[src/rtl/dsw_pkg.sv]
package dsw_pkg;
  typedef enum logic [1:0] {
    ST_IDLE = 2'd0,
    ST_FWD  = 2'd1,
    ST_BWD  = 2'd2,
    ST_DONE = 2'd3
  } dsw_state_e;
endpackage

[src/rtl/dsw_step_cnt.sv]
module dsw_step_cnt #(
  parameter int IW   = 5,
  parameter int LAST = 11
) (
  input  logic          clk,
  input  logic          rst_n,
  input  logic          ld_first,
  input  logic          ld_last,
  input  logic          up_en,
  input  logic          dn_en,
  output logic [IW-1:0] step
);
  logic [IW-1:0] step_nxt;

  always_comb begin
    step_nxt = step;
    if (ld_first)      step_nxt = IW'(1);
    else if (ld_last)  step_nxt = IW'(LAST);
    else if (up_en)    step_nxt = step + IW'(1);
    else if (dn_en)    step_nxt = step - IW'(1);
  end

  always_ff @(posedge clk or negedge rst_n) begin
    if (!rst_n) step <= '0;
    else if (ld_first || ld_last || up_en || dn_en) step <= step_nxt;
  end
endmodule

[src/rtl/dsw_fsm.sv]
module dsw_fsm
  import dsw_pkg::*;
#(
  parameter int IW        = 5,
  parameter int WIN_LEN   = 8,
  parameter int LEARN_LEN = 4
) (
  input  logic          clk,
  input  logic          rst_n,
  input  logic          start,
  input  logic          new_frame,
  input  logic [IW-1:0] sym_count,
  input  logic [IW-1:0] step,
  output dsw_state_e    state,
  output logic          ld_first,
  output logic          ld_last,
  output logic          up_en,
  output logic          dn_en,
  output logic          fresh_q
);
  localparam int LAST = WIN_LEN + LEARN_LEN - 1;
  localparam int NEED = 2 * WIN_LEN;

  dsw_state_e state_nxt;
  logic       accept;
  logic       carry_q;

  assign accept = (state == ST_IDLE) && start && (sym_count >= IW'(NEED));

  always_comb begin
    state_nxt = state;
    ld_first  = 1'b0;
    ld_last   = 1'b0;
    up_en     = 1'b0;
    dn_en     = 1'b0;
    unique case (state)
      ST_IDLE: if (accept) begin
        state_nxt = ST_FWD;
        ld_first  = 1'b1;
      end
      ST_FWD: if (step == IW'(LAST)) begin
        state_nxt = ST_BWD;
        ld_last   = 1'b1;
      end else begin
        up_en = 1'b1;
      end
      ST_BWD: if (step == IW'(1)) begin
        state_nxt = ST_DONE;
      end else begin
        dn_en = 1'b1;
      end
      ST_DONE: state_nxt = ST_IDLE;
      default: state_nxt = ST_IDLE;
    endcase
  end

  always_ff @(posedge clk or negedge rst_n) begin
    if (!rst_n) begin
      state   <= ST_IDLE;
      fresh_q <= 1'b0;
      carry_q <= 1'b0;
    end else begin
      state <= state_nxt;
      if (accept)            fresh_q <= new_frame | ~carry_q;
      if (state == ST_DONE)  carry_q <= 1'b1;
    end
  end
endmodule

[src/rtl/dsw_llr_mask.sv]
module dsw_llr_mask #(
  parameter int IW      = 5,
  parameter int WIN_LEN = 8
) (
  input  logic          bwd_act,
  input  logic [IW-1:0] step,
  output logic [1:0]    vld,
  output logic [IW-1:0] idx [2]
);
  for (genvar wi = 0; wi < 2; wi++) begin : g_win
    localparam int OFS = wi * WIN_LEN;
    assign vld[wi] = bwd_act && (step != '0) && (step <= IW'(WIN_LEN));
    assign idx[wi] = step - IW'(1) + IW'(OFS);
  end
endmodule

[src/rtl/dsw_sched.sv]
module dsw_sched
  import dsw_pkg::*;
#(
  parameter int WIN_LEN   = 8,
  parameter int LEARN_LEN = 4,
  localparam int IW = $clog2(2 * WIN_LEN + LEARN_LEN + 1)
) (
  input  logic          clk,
  input  logic          rst_n,
  input  logic          start,
  input  logic          new_frame,
  input  logic [IW-1:0] sym_count,
  output logic          busy,
  output logic          pair_done,
  output logic          fwd_act,
  output logic          bwd_act,
  output logic [IW-1:0] step,
  output logic [IW-1:0] fwd_idx2,
  output logic          fwd_load,
  output logic          w1_fresh,
  output logic          bwd_load,
  output logic          llr_vld1,
  output logic [IW-1:0] llr_idx1,
  output logic          llr_vld2,
  output logic [IW-1:0] llr_idx2
);
  localparam int LAST = WIN_LEN + LEARN_LEN - 1;

  dsw_state_e    state;
  logic          ld_first, ld_last, up_en, dn_en, fresh_q;
  logic [1:0]    vld;
  logic [IW-1:0] idx [2];

  dsw_fsm #(.IW(IW), .WIN_LEN(WIN_LEN), .LEARN_LEN(LEARN_LEN)) fsm_i (
    .clk(clk), .rst_n(rst_n), .start(start), .new_frame(new_frame),
    .sym_count(sym_count), .step(step), .state(state),
    .ld_first(ld_first), .ld_last(ld_last), .up_en(up_en), .dn_en(dn_en),
    .fresh_q(fresh_q)
  );

  dsw_step_cnt #(.IW(IW), .LAST(LAST)) cnt_i (
    .clk(clk), .rst_n(rst_n), .ld_first(ld_first), .ld_last(ld_last),
    .up_en(up_en), .dn_en(dn_en), .step(step)
  );

  dsw_llr_mask #(.IW(IW), .WIN_LEN(WIN_LEN)) mask_i (
    .bwd_act(bwd_act), .step(step), .vld(vld), .idx(idx)
  );

  assign fwd_act   = (state == ST_FWD);
  assign bwd_act   = (state == ST_BWD);
  assign pair_done = (state == ST_DONE);
  assign busy      = (state != ST_IDLE);
  assign fwd_idx2  = step + IW'(WIN_LEN);
  assign fwd_load  = fwd_act && (step == IW'(1));
  assign w1_fresh  = fwd_load && fresh_q;
  assign bwd_load  = bwd_act && (step == IW'(LAST));
  assign llr_vld1  = vld[0];
  assign llr_idx1  = idx[0];
  assign llr_vld2  = vld[1];
  assign llr_idx2  = idx[1];
endmodule

[config.mk]
export PLATFORM = sky130hd
export DESIGN_NAME = dsw_sched
export DESIGN_NICKNAME = d
export VERILOG_FILES = /design/src/rtl/dsw_pkg.sv /design/src/rtl/dsw_step_cnt.sv /design/src/rtl/dsw_fsm.sv /design/src/rtl/dsw_llr_mask.sv /design/src/rtl/dsw_sched.sv
export SDC_FILE = /design/constraint.sdc
export NUM_CORES = 1
export LEC_CHECK = 0
export ABC_CLOCK_PERIOD_IN_PS = 5400
export BUFFER_PORTS_ARGS = -buffer_cell sky130_fd_sc_hd__buf_2
export CAP_MARGIN = 5
export CORE_UTILIZATION = 52
export CTS_BUF_LIST = sky130_fd_sc_hd__clkbuf_4
export DETAILED_ROUTE_END_ITERATION = 12
export PLACE_DENSITY_LB_ADDON = 0.12
export SLEW_MARGIN = 10
export SYNTH_ARGS = -nofsm -noshare
export SYNTH_HDL_FRONTEND = slang
export SYNTH_SLANG_ARGS = --single-unit
[constraint.sdc]
create_clock -name clk -period 5.4 [get_ports clk]
set_clock_uncertainty 0.2 [all_clocks]
set_input_delay 0.27 -clock clk [delete_from_list [all_inputs] [get_ports clk]]
set_output_delay 0.27 -clock clk [all_outputs]
set_load 0.05 [all_outputs]
==> flow_summary.json, run 1 <==
{
  "status": "finished clean",
  "grt_max_degree": 17,
  "cts_root_buf": "clkbuf_4",
  "layout_common_cells": "33 x buf_2, 11 x inv_1, 10 x ha_1, 9 x dfrtp_1, 6 x nor2_1",
  "hold_viol": 0,
  "fmax_mhz": 375,
  "synth_seq_cells": 9,
  "cp_slowest_stage_delay_ns": 0.48,
  "crit_required_ns": 4.93,
  "final_common_cell": "buf_2",
  "arrival_ns": 2.20,
  "synth_top_area_share_pct": 26.1,
  "numClockSinks": 9,
  "routed_wirelength_um": 1700,
  "num_io_pins": 38,
  "grt_pass1_wl_um": 2700,
  "reg2reg_depth": 5,
  "synth_top_area_cell": "dfrtp_1",
  "chipWidth_um": 42.7,
  "hold_path.class": "in -> reg",
  "criticalPathCategory": "reg -> out",
  "grtUsageMet1_pct": 26.5,
  "grt_use_total_pct": 19.7,
  "syn_inst": 96,
  "holdPathStages": 3,
  "drive_above_1_share_pct": 35.8,
  "crit_slowest_cell": "dfrtp_1",
  "cts_buffers": 3,
  "path_buf_inv": 2,
  "post_cts.repair.setup_buffers": 0,
  "slew_headroom_pct": 66.0,
  "cp_top_family": "flip-flops",
  "cts_tree": "yes",
  "n_antenna_cell": 0,
  "vias_per_cell": 5.50,
  "grt_pass1_vias": 590,
  "overflow": 0,
  "worst-slew-pin-transition_ns": 0.502,
  "synth.distinct_cells": 40,
  "fin_crit_ns": 2.67,
  "grt_setup_unrepaired": "false",
  "start_util_pct": 56.7,
  "crit_fanout": 10,
  "yosysWarningCount": 0,
  "clock_path_buffers": 2,
  "synthToLayoutAreaGrowth_pct": 17.2,
  "ys_async_sr_fraction_pct": 100,
  "place_congestion": 0.846,
  "detail-route-antenna-nets": 0,
  "die-area_um2": 1830,
  "start_kind": "flop",
  "synth_area_leaders": "dfrtp_1 26%, ha_1 14%, buf_4 6.1%",
  "rows": 14,
  "path_depth": 6,
  "syn-num-nets": 115,
  "met2_usage_pct": 30.0,
  "wl_per_cell_um": 12.2,
  "die_height_um": 42.7,
  "yosysSeqAreaShare_pct": 26.1,
  "min_period_over_period_pct": 49.4,
  "path_cells": "inv_1, ha_1, or3b_1, xnor2_1, xnor2_1, buf_2",
  "synth_edf_count": 0,
  "port_buffers": 33,
  "nets": 143,
  "cts.htree.levels": 1,
  "clkTransAtPathRegs_ns": 0.06,
  "drv_cap": 0,
  "synth_area_um2": 863,
  "drt_iter0_markers": 15,
  "dp_hpwl_um": 1320,
  "slew_viol_final": 0,
  "met3_usage_pct": 5.11,
  "place_inst": 134,
  "fin_setup_tns_ns": 0,
  "crit_path_end_kind": "primary output",
  "antenna_found_initial": 0,
  "setup_viol": 0,
  "coreArea_um2": 1520,
  "finalNonFillerCells": 139,
  "synthFlopType": "dfrtp_1",
  "clk_latency_ns": 0.26,
  "worst_path_most_repeated_cell": "xnor2_1",
  "firstDrtPassIters": 4,
  "syn_area_per_cell_um2": 8.99,
  "drcViolationCount": 0,
  "vias": 765,
  "busiest_layer": "met2"
}
==> cell type report <==
cell class / instances / area, um2
multi-input combinational: 65 / 520
clock buffer: 4 / 30.0
fill: 138 / 512
timing repair buffer: 34 / 175
sequential: 9 / 225
tap: 16 / 20.0
inverter: 11 / 41.3
==> registers in the layout, summed over array words and instances, names as in the netlist <==
register and count:
fsm_i.state 2, fsm_i.carry_q 1, fsm_i.fresh_q 1, cnt_i.step 5
==> per-layer routing <==
layer	share of wire [%]	vias to the layer above
li1	-	379
met2	45	37
met1	45	344
met4	1.7	0
met3	7.8	5
met5	0	-
==> timing repair <==
| action | in CTS | in global routing |
|---|---|---|
| hold endpoints to repair | 9 | 0 |
| hold buffers | 1 | 0 |
| gates resized for setup | 0 | 0 |
==> worst min-delay path, delay by kind of cell <==
kind	cells	cell delay, ns
AOI/OAI and AO/OA	1	0.12
buffers and inverters	1	0.08
and+or+nand+nor	1	0.03
==> final timing paths <==
path,endpoint,start,slack (ns)
worst max register to register,fsm_i.state[1],cnt_i.step[1],3.14
worst min register to register,fsm_i.carry_q,fsm_i.carry_q,0.27
worst min-delay path,fsm_i.fresh_q,new_frame,0.07
min in group asynchronous,cnt_i.step[4],rst_n,0.18
worst max-delay path,llr_idx2[4],cnt_i.step[0],2.73
max in group asynchronous,fsm_i.state[0],rst_n,4.65
==> cell usage after synthesis (2+ instances only) <==
library cell	count
nand4_1	3
dfrtp_1	9
buf_4	7
inv_1	11
and3_1	2
nand2b_1	2
clkbuf_1	2
nand3_1	2
xnor2_1	4
o21ai_0	4
nor2_1	6
nand2_1	5
ha_1	10
a21oi_1	3
==> through the flow <==
step           util, %  hold slack [ns]  setup slack (ns)  cell area (um2)
2_1_floorplan        -           -0.226              1.64              863
3_5_place_dp      63.8          -0.0764              3.00              972
4_1_cts           66.4           0.0710              2.71             1010
6_report          66.4           0.0693              2.73             1010
5_1_grt           66.4            0.110              2.59             1010
3_3_place_gp      63.8          -0.0779              3.07              972
==> cell families (layout without fill, tap and decap cells) <==
kind of cell / count (synthesis) / in the layout / share of synthesized area (%)
AOI/OAI and AO/OA: 18 / 18 / 17.4
xor gates and xnor gates: 5 / 5 / 5.07
adders and majority gates: 10 / 10 / 14.5
buffers and inverters: 22 / 49 / 13.6
DFF: 9 / 9 / 26.1
muxes: 2 / 2 / 2.90
and+or+nand+nor: 30 / 30 / 20.4
Power of run 1 is not shown: default switching activity piles up to over one toggle a cycle in this logic, so the estimate is an artifact.
==> run 2: changes to the inputs <==
--- a/config.mk
+++ b/config.mk
@@ -5,10 +5,10 @@
 export SDC_FILE = /design/constraint.sdc
 export NUM_CORES = 1
 export LEC_CHECK = 0
-export ABC_CLOCK_PERIOD_IN_PS = 5400
+export ABC_CLOCK_PERIOD_IN_PS = 2500
 export BUFFER_PORTS_ARGS = -buffer_cell sky130_fd_sc_hd__buf_2
 export CAP_MARGIN = 5
-export CORE_UTILIZATION = 52
+export CORE_UTILIZATION = 48
 export CTS_BUF_LIST = sky130_fd_sc_hd__clkbuf_4
 export DETAILED_ROUTE_END_ITERATION = 12
 export PLACE_DENSITY_LB_ADDON = 0.12
==> constraint.sdc (replaced) <==
create_clock -name clk -period 2.5 [get_ports clk]
set_clock_uncertainty 0.2 [all_clocks]
set_input_delay 0.125 -clock clk [delete_from_list [all_inputs] [get_ports clk]]
set_output_delay 0.125 -clock clk [all_outputs]
set_load 0.05 [all_outputs]
==> flow_summary.json, run 2 (synthesis results as in run 1) <==
{
  "reg2reg_setup_slack_ns": 0.21,
  "coreArea_um2": 1590,
  "clock_path_buffers": 2,
  "hold_path.class": "in -> reg",
  "num_io_pins": 38,
  "wl_met3_um": 113,
  "crit_fanout": 10,
  "cts_buffers": 3,
  "synthToLayoutAreaGrowth_pct": 31.0,
  "top_layer": "met4",
  "wl_met1_um": 836,
  "vias_per_cell": 5.25,
  "fin_area_um2": 1130,
  "status": "finished clean",
  "start_kind": "flop",
  "antenna_found_initial": 0,
  "detail-route-antenna-nets": 0,
  "reg2reg_depth": 5,
  "drv_cap": 0,
  "layout_common_cells": "32 x buf_2, 10 x inv_1, 9 x ha_1, 8 x dfrtp_1, 6 x nor2_1",
  "overflow": 0,
  "slew_headroom_pct": 66.6,
  "dpl_worst_slack_ns": 0.222,
  "firstDrtPassIters": 4,
  "grt_max_degree": 11,
  "regMostFlops": "cnt_i.step",
  "cts_tree": "yes",
  "path_cells": "clkinvlp_4, ha_2, or3b_4, xnor2_4, xnor2_4, buf_4",
  "criticalPathCategory": "reg -> out",
  "clkTransAtPathRegs_ns": 0.07,
  "r2r-end": "fsm_i.state[1]",
  "dp_hpwl_um": 1460,
  "slew_viol_final": 0,
  "fmax_mhz": 416,
  "cp_slowest_stage_delay_ns": 0.48,
  "min_period_over_period_pct": 96.2,
  "largest_reg_flops": 5,
  "drcViolationCount": 0,
  "start_util_pct": 54.2,
  "worst_path_most_repeated_cell": "xnor2_4",
  "drive_above_1_share_pct": 44.1,
  "hold_viol": 0,
  "vias": 793,
  "worst-slew-pin-transition_ns": 0.494,
  "crit_required_ns": 2.17,
  "nets": 147,
  "n_antenna_cell": 0,
  "min-delay-start": "start",
  "die_height_um": 44.4,
  "numClockSinks": 9,
  "grt_setup_unrepaired": "false",
  "chipWidth_um": 44.4,
  "cts.htree.levels": 1,
  "crit_path_end_kind": "primary output",
  "whs_endpoint": "cnt_i.step[1]",
  "fin_crit_ns": 2.41,
  "holdPathStages": 3,
  "drt_iter0_markers": 19,
  "crit_slowest_cell": "dfrtp_2",
  "met2WireLength_um": 917,
  "setup_ws_ns": 0.0944,
  "port_buffers": 33,
  "grt_pass1_wl_um": 3060,
  "wl_per_cell_um": 12.6,
  "setup_viol": 0,
  "fin_util_pct": 71.0,
  "cts_root_buf": "clkbuf_4",
  "largest_registers": "cnt_i.step x5, fsm_i.state x2",
  "clk_latency_ns": 0.27,
  "routed_wirelength_um": 1900,
  "post_dp_cell_area_um2": 1070,
  "place_congestion": 0.878,
  "final_common_cell": "buf_2",
  "r2r_start": "cnt_i.step[1]",
  "arrival_ns": 2.08,
  "grt_use_total_pct": 22.1,
  "rows": 14,
  "grt_pass1_vias": 671,
  "die-area_um2": 1970
}
run 2: area by class of cell:
type	count	area [um2]
multi-input cells	65	589
flip-flops and latches	9	226
inverters	11	45.0
well taps	24	30.0
clock buffers	4	30.0
fillers	126	463
repair buffers	38	210
run 2: stage by stage:
stage	instances	hold WS (ns)	TNS [ns]
after floorplan	96	-0.371	-0.125
after global placement	145	-0.210	0
after detailed placement	145	-0.204	0
after CTS	151	0.00264	0
after global routing	151	0.0177	0
final	151	0.00543	0
run 2: worst max-delay path by stage:
stage                        startpoint        endpoint  depth (start not counted)
final                     cnt_i.step[0]     llr_idx2[4]                          6
after global routing      cnt_i.step[1]     llr_idx2[4]                          6
after CTS                 cnt_i.step[0]     llr_idx2[4]                          6
after detailed placement  cnt_i.step[1]  fsm_i.state[1]                          5
after global placement    cnt_i.step[0]     llr_idx2[4]                          6
after floorplan           cnt_i.step[0]     llr_idx2[4]                          5
run 2: routing by layer:
metal | vias up | global-route usage (%)
li1 | 393 | -
met1 | 359 | 28.9
met2 | 36 | 34.7
met3 | 5 | 4.08
met4 | 0 | 11.5
met5 | - | 0
run 2: timing repair:
item	4_1_cts	5_1_grt
pin swaps	0	0
hold buffers	2	0
endpoints found under the hold margin	10	0
resized for setup	2	1
cloned	0	0
setup endpoints to repair	1	1
setup buffers	0	0
run 2: critical path, delay by kind of cell (launching register included):
family        cells  cell delay (ns)
xor+xnor          2             0.34
fa+ha+maj         1             0.22
flops             1             0.48
simple gates      1             0.43
buf+inv           2             0.33
Power of run 2 is left out for the same reason.
==> run 3: changes to the inputs <==
--- a/config.mk
+++ b/config.mk
@@ -5,11 +5,10 @@
 export SDC_FILE = /design/constraint.sdc
 export NUM_CORES = 1
 export LEC_CHECK = 0
-export ABC_CLOCK_PERIOD_IN_PS = 2500
+export ABC_CLOCK_PERIOD_IN_PS = 2350
 export BUFFER_PORTS_ARGS = -buffer_cell sky130_fd_sc_hd__buf_2
 export CAP_MARGIN = 5
-export CORE_UTILIZATION = 48
-export CTS_BUF_LIST = sky130_fd_sc_hd__clkbuf_4
+export CORE_UTILIZATION = 46
 export DETAILED_ROUTE_END_ITERATION = 12
 export PLACE_DENSITY_LB_ADDON = 0.12
 export SLEW_MARGIN = 10
==> constraint.sdc (replaced) <==
create_clock -name clk -period 2.35 [get_ports clk]
set_clock_uncertainty 0.2 [all_clocks]
set_input_delay 0.1175 -clock clk [delete_from_list [all_inputs] [get_ports clk]]
set_output_delay 0.1175 -clock clk [all_outputs]
set_load 0.05 [all_outputs]
==> flow_summary.json, run 3 (synthesis results as in run 1) <==
{
  "synthToLayoutAreaGrowth_pct": 43.8,
  "top_layer": "met4",
  "rows": 15,
  "largest_registers": "cnt_i.step x5, fsm_i.state x2",
  "port_buffers": 33,
  "wl_per_cell_um": 12.0,
  "die-area_um2": 2050,
  "fin_area_um2": 1240,
  "die_height_um": 45.3,
  "min-delay-start": "sym_count[4]",
  "start_util_pct": 49.5,
  "grt_max_degree": 16,
  "wl_met1_um": 857,
  "hold_slack_ns": -0.00105,
  "coreArea_um2": 1750,
  "crit_path_end_kind": "primary output",
  "grt_setup_unrepaired": "false",
  "vias_per_cell": 5.15,
  "status": "finished, violations left",
  "regMostFlops": "cnt_i.step",
  "reg2reg_setup_slack_ns": 0.12,
  "drcViolationCount": 0,
  "detail-route-antenna-nets": 0,
  "n_antenna_cell": 0,
  "cts_tree": "yes",
  "clkTransAtPathRegs_ns": 0.07,
  "worst_path_most_repeated_cell": "xnor2_4",
  "cts.htree.levels": 1,
  "firstDrtPassIters": 4,
  "post_dp_cell_area_um2": 1150,
  "min_period_over_period_pct": 97.1,
  "criticalPathCategory": "reg -> out",
  "arrival_ns": 1.96,
  "cts_root_buf": "clkbuf_4",
  "whs_endpoint": "cnt_i.step[1]",
  "finalNonFillerCells": 162,
  "place_congestion": 0.811,
  "r2r-end": "fsm_i.state[1]",
  "num_io_pins": 38,
  "failed_checks": "hold timing",
  "start_kind": "flop",
  "drt_iter0_markers": 25,
  "numClockSinks": 9,
  "place_inst": 151,
  "hold_path.class": "in -> reg",
  "slew_headroom_pct": 69.4,
  "final_common_cell": "buf_2",
  "fin_util_pct": 71.1,
  "path_cells": "clkinvlp_4, ha_4, or3b_4, xnor2_4, xnor2_4, buf_6",
  "layout_common_cells": "32 x buf_2, 12 x buf_4, 9 x inv_1, 9 x ha_1, 7 x dfrtp_1",
  "worst-slew-pin-transition_ns": 0.453,
  "overflow": 0,
  "slew_viol_final": 0,
  "grt_use_total_pct": 21.5,
  "fin_crit_ns": 2.28,
  "chipWidth_um": 45.3,
  "wl_met3_um": 92,
  "drive_above_1_share_pct": 48.9,
  "crit_slowest_cell": "dfrtp_4",
  "drv_cap": 0,
  "antenna_found_initial": 0,
  "vias": 834,
  "dp_hpwl_um": 1430,
  "cp_slowest_stage_delay_ns": 0.49,
  "cts_buffers": 3,
  "crit_required_ns": 2.03,
  "grt_pass1_wl_um": 3200,
  "clock_path_buffers": 2,
  "setup_viol": 0,
  "reg2reg_depth": 5,
  "routed_wirelength_um": 1950,
  "hold_viol": 1,
  "r2r_start": "cnt_i.step[0]",
  "grt_pass1_vias": 762,
  "holdPathStages": 3,
  "fmax_mhz": 438,
  "nets": 157,
  "largest_reg_flops": 5,
  "met2WireLength_um": 973,
  "crit_fanout": 4,
  "clk_latency_ns": 0.27
}
==> run 3: final cells by class <==
cell class / instances / area [um2]
multi-input cells: 65 / 613
fillers: 152 / 504
repair buffers: 48 / 292
flip-flops and latches: 9 / 230
inverters: 11 / 48.8
well taps: 25 / 31.3
clock buffers: 4 / 26.3
==> run 3: per-stage QoR <==
step	worst slack (ns)	setup TNS (ns)
after floorplan	-0.146	-0.146
after global routing	0.0163	0
after global placement	0.164	0
after detailed placement	0.177	0
final	0.0690	0
after CTS	0.0542	0
==> run 3: layer usage <==
| layer | GRT usage, % | vias to the layer above |
|---|---|---|
| met5 | 0 | - |
| met4 | 10.9 | 0 |
| met3 | 1.20 | 3 |
| met2 | 36.5 | 39 |
| met1 | 27.4 | 389 |
| li1 | - | 403 |
==> run 3: critical path, delay by kind of cell, from the launching register on <==
kind	cells	cell delay, ns
buf+inv	2	0.28
fa+ha+maj	1	0.14
xor+xnor	2	0.37
flops	1	0.49
simple gates	1	0.41
==> run 3: timing repair <==
action | 4_1_cts | 5_1_grt
pin swaps | 1 | 2
resized for setup | 2 | 0
hold buffers | 3 | 0
endpoints found under the hold margin | 12 | 0
setup buffers | 2 | 2
setup endpoints to repair | 2 | 2
==> run 3: worst max-delay path by stage <==
| stage | startpoint | endpoint | slack, ns | cells past startpoint |
|---|---|---|---|---|
| after global routing | cnt_i.step[1] | llr_idx2[4] | 0.02 | 7 |
| after global placement | cnt_i.step[0] | fsm_i.state[1] | 0.16 | 4 |
| after CTS | cnt_i.step[1] | llr_idx2[4] | 0.05 | 7 |
| final | cnt_i.step[0] | llr_idx2[4] | 0.07 | 6 |
| after detailed placement | cnt_i.step[0] | llr_idx2[4] | 0.18 | 6 |
| after floorplan | cnt_i.step[0] | llr_idx2[4] | -0.15 | 5 |
Power of run 3 is left out for the same reason.
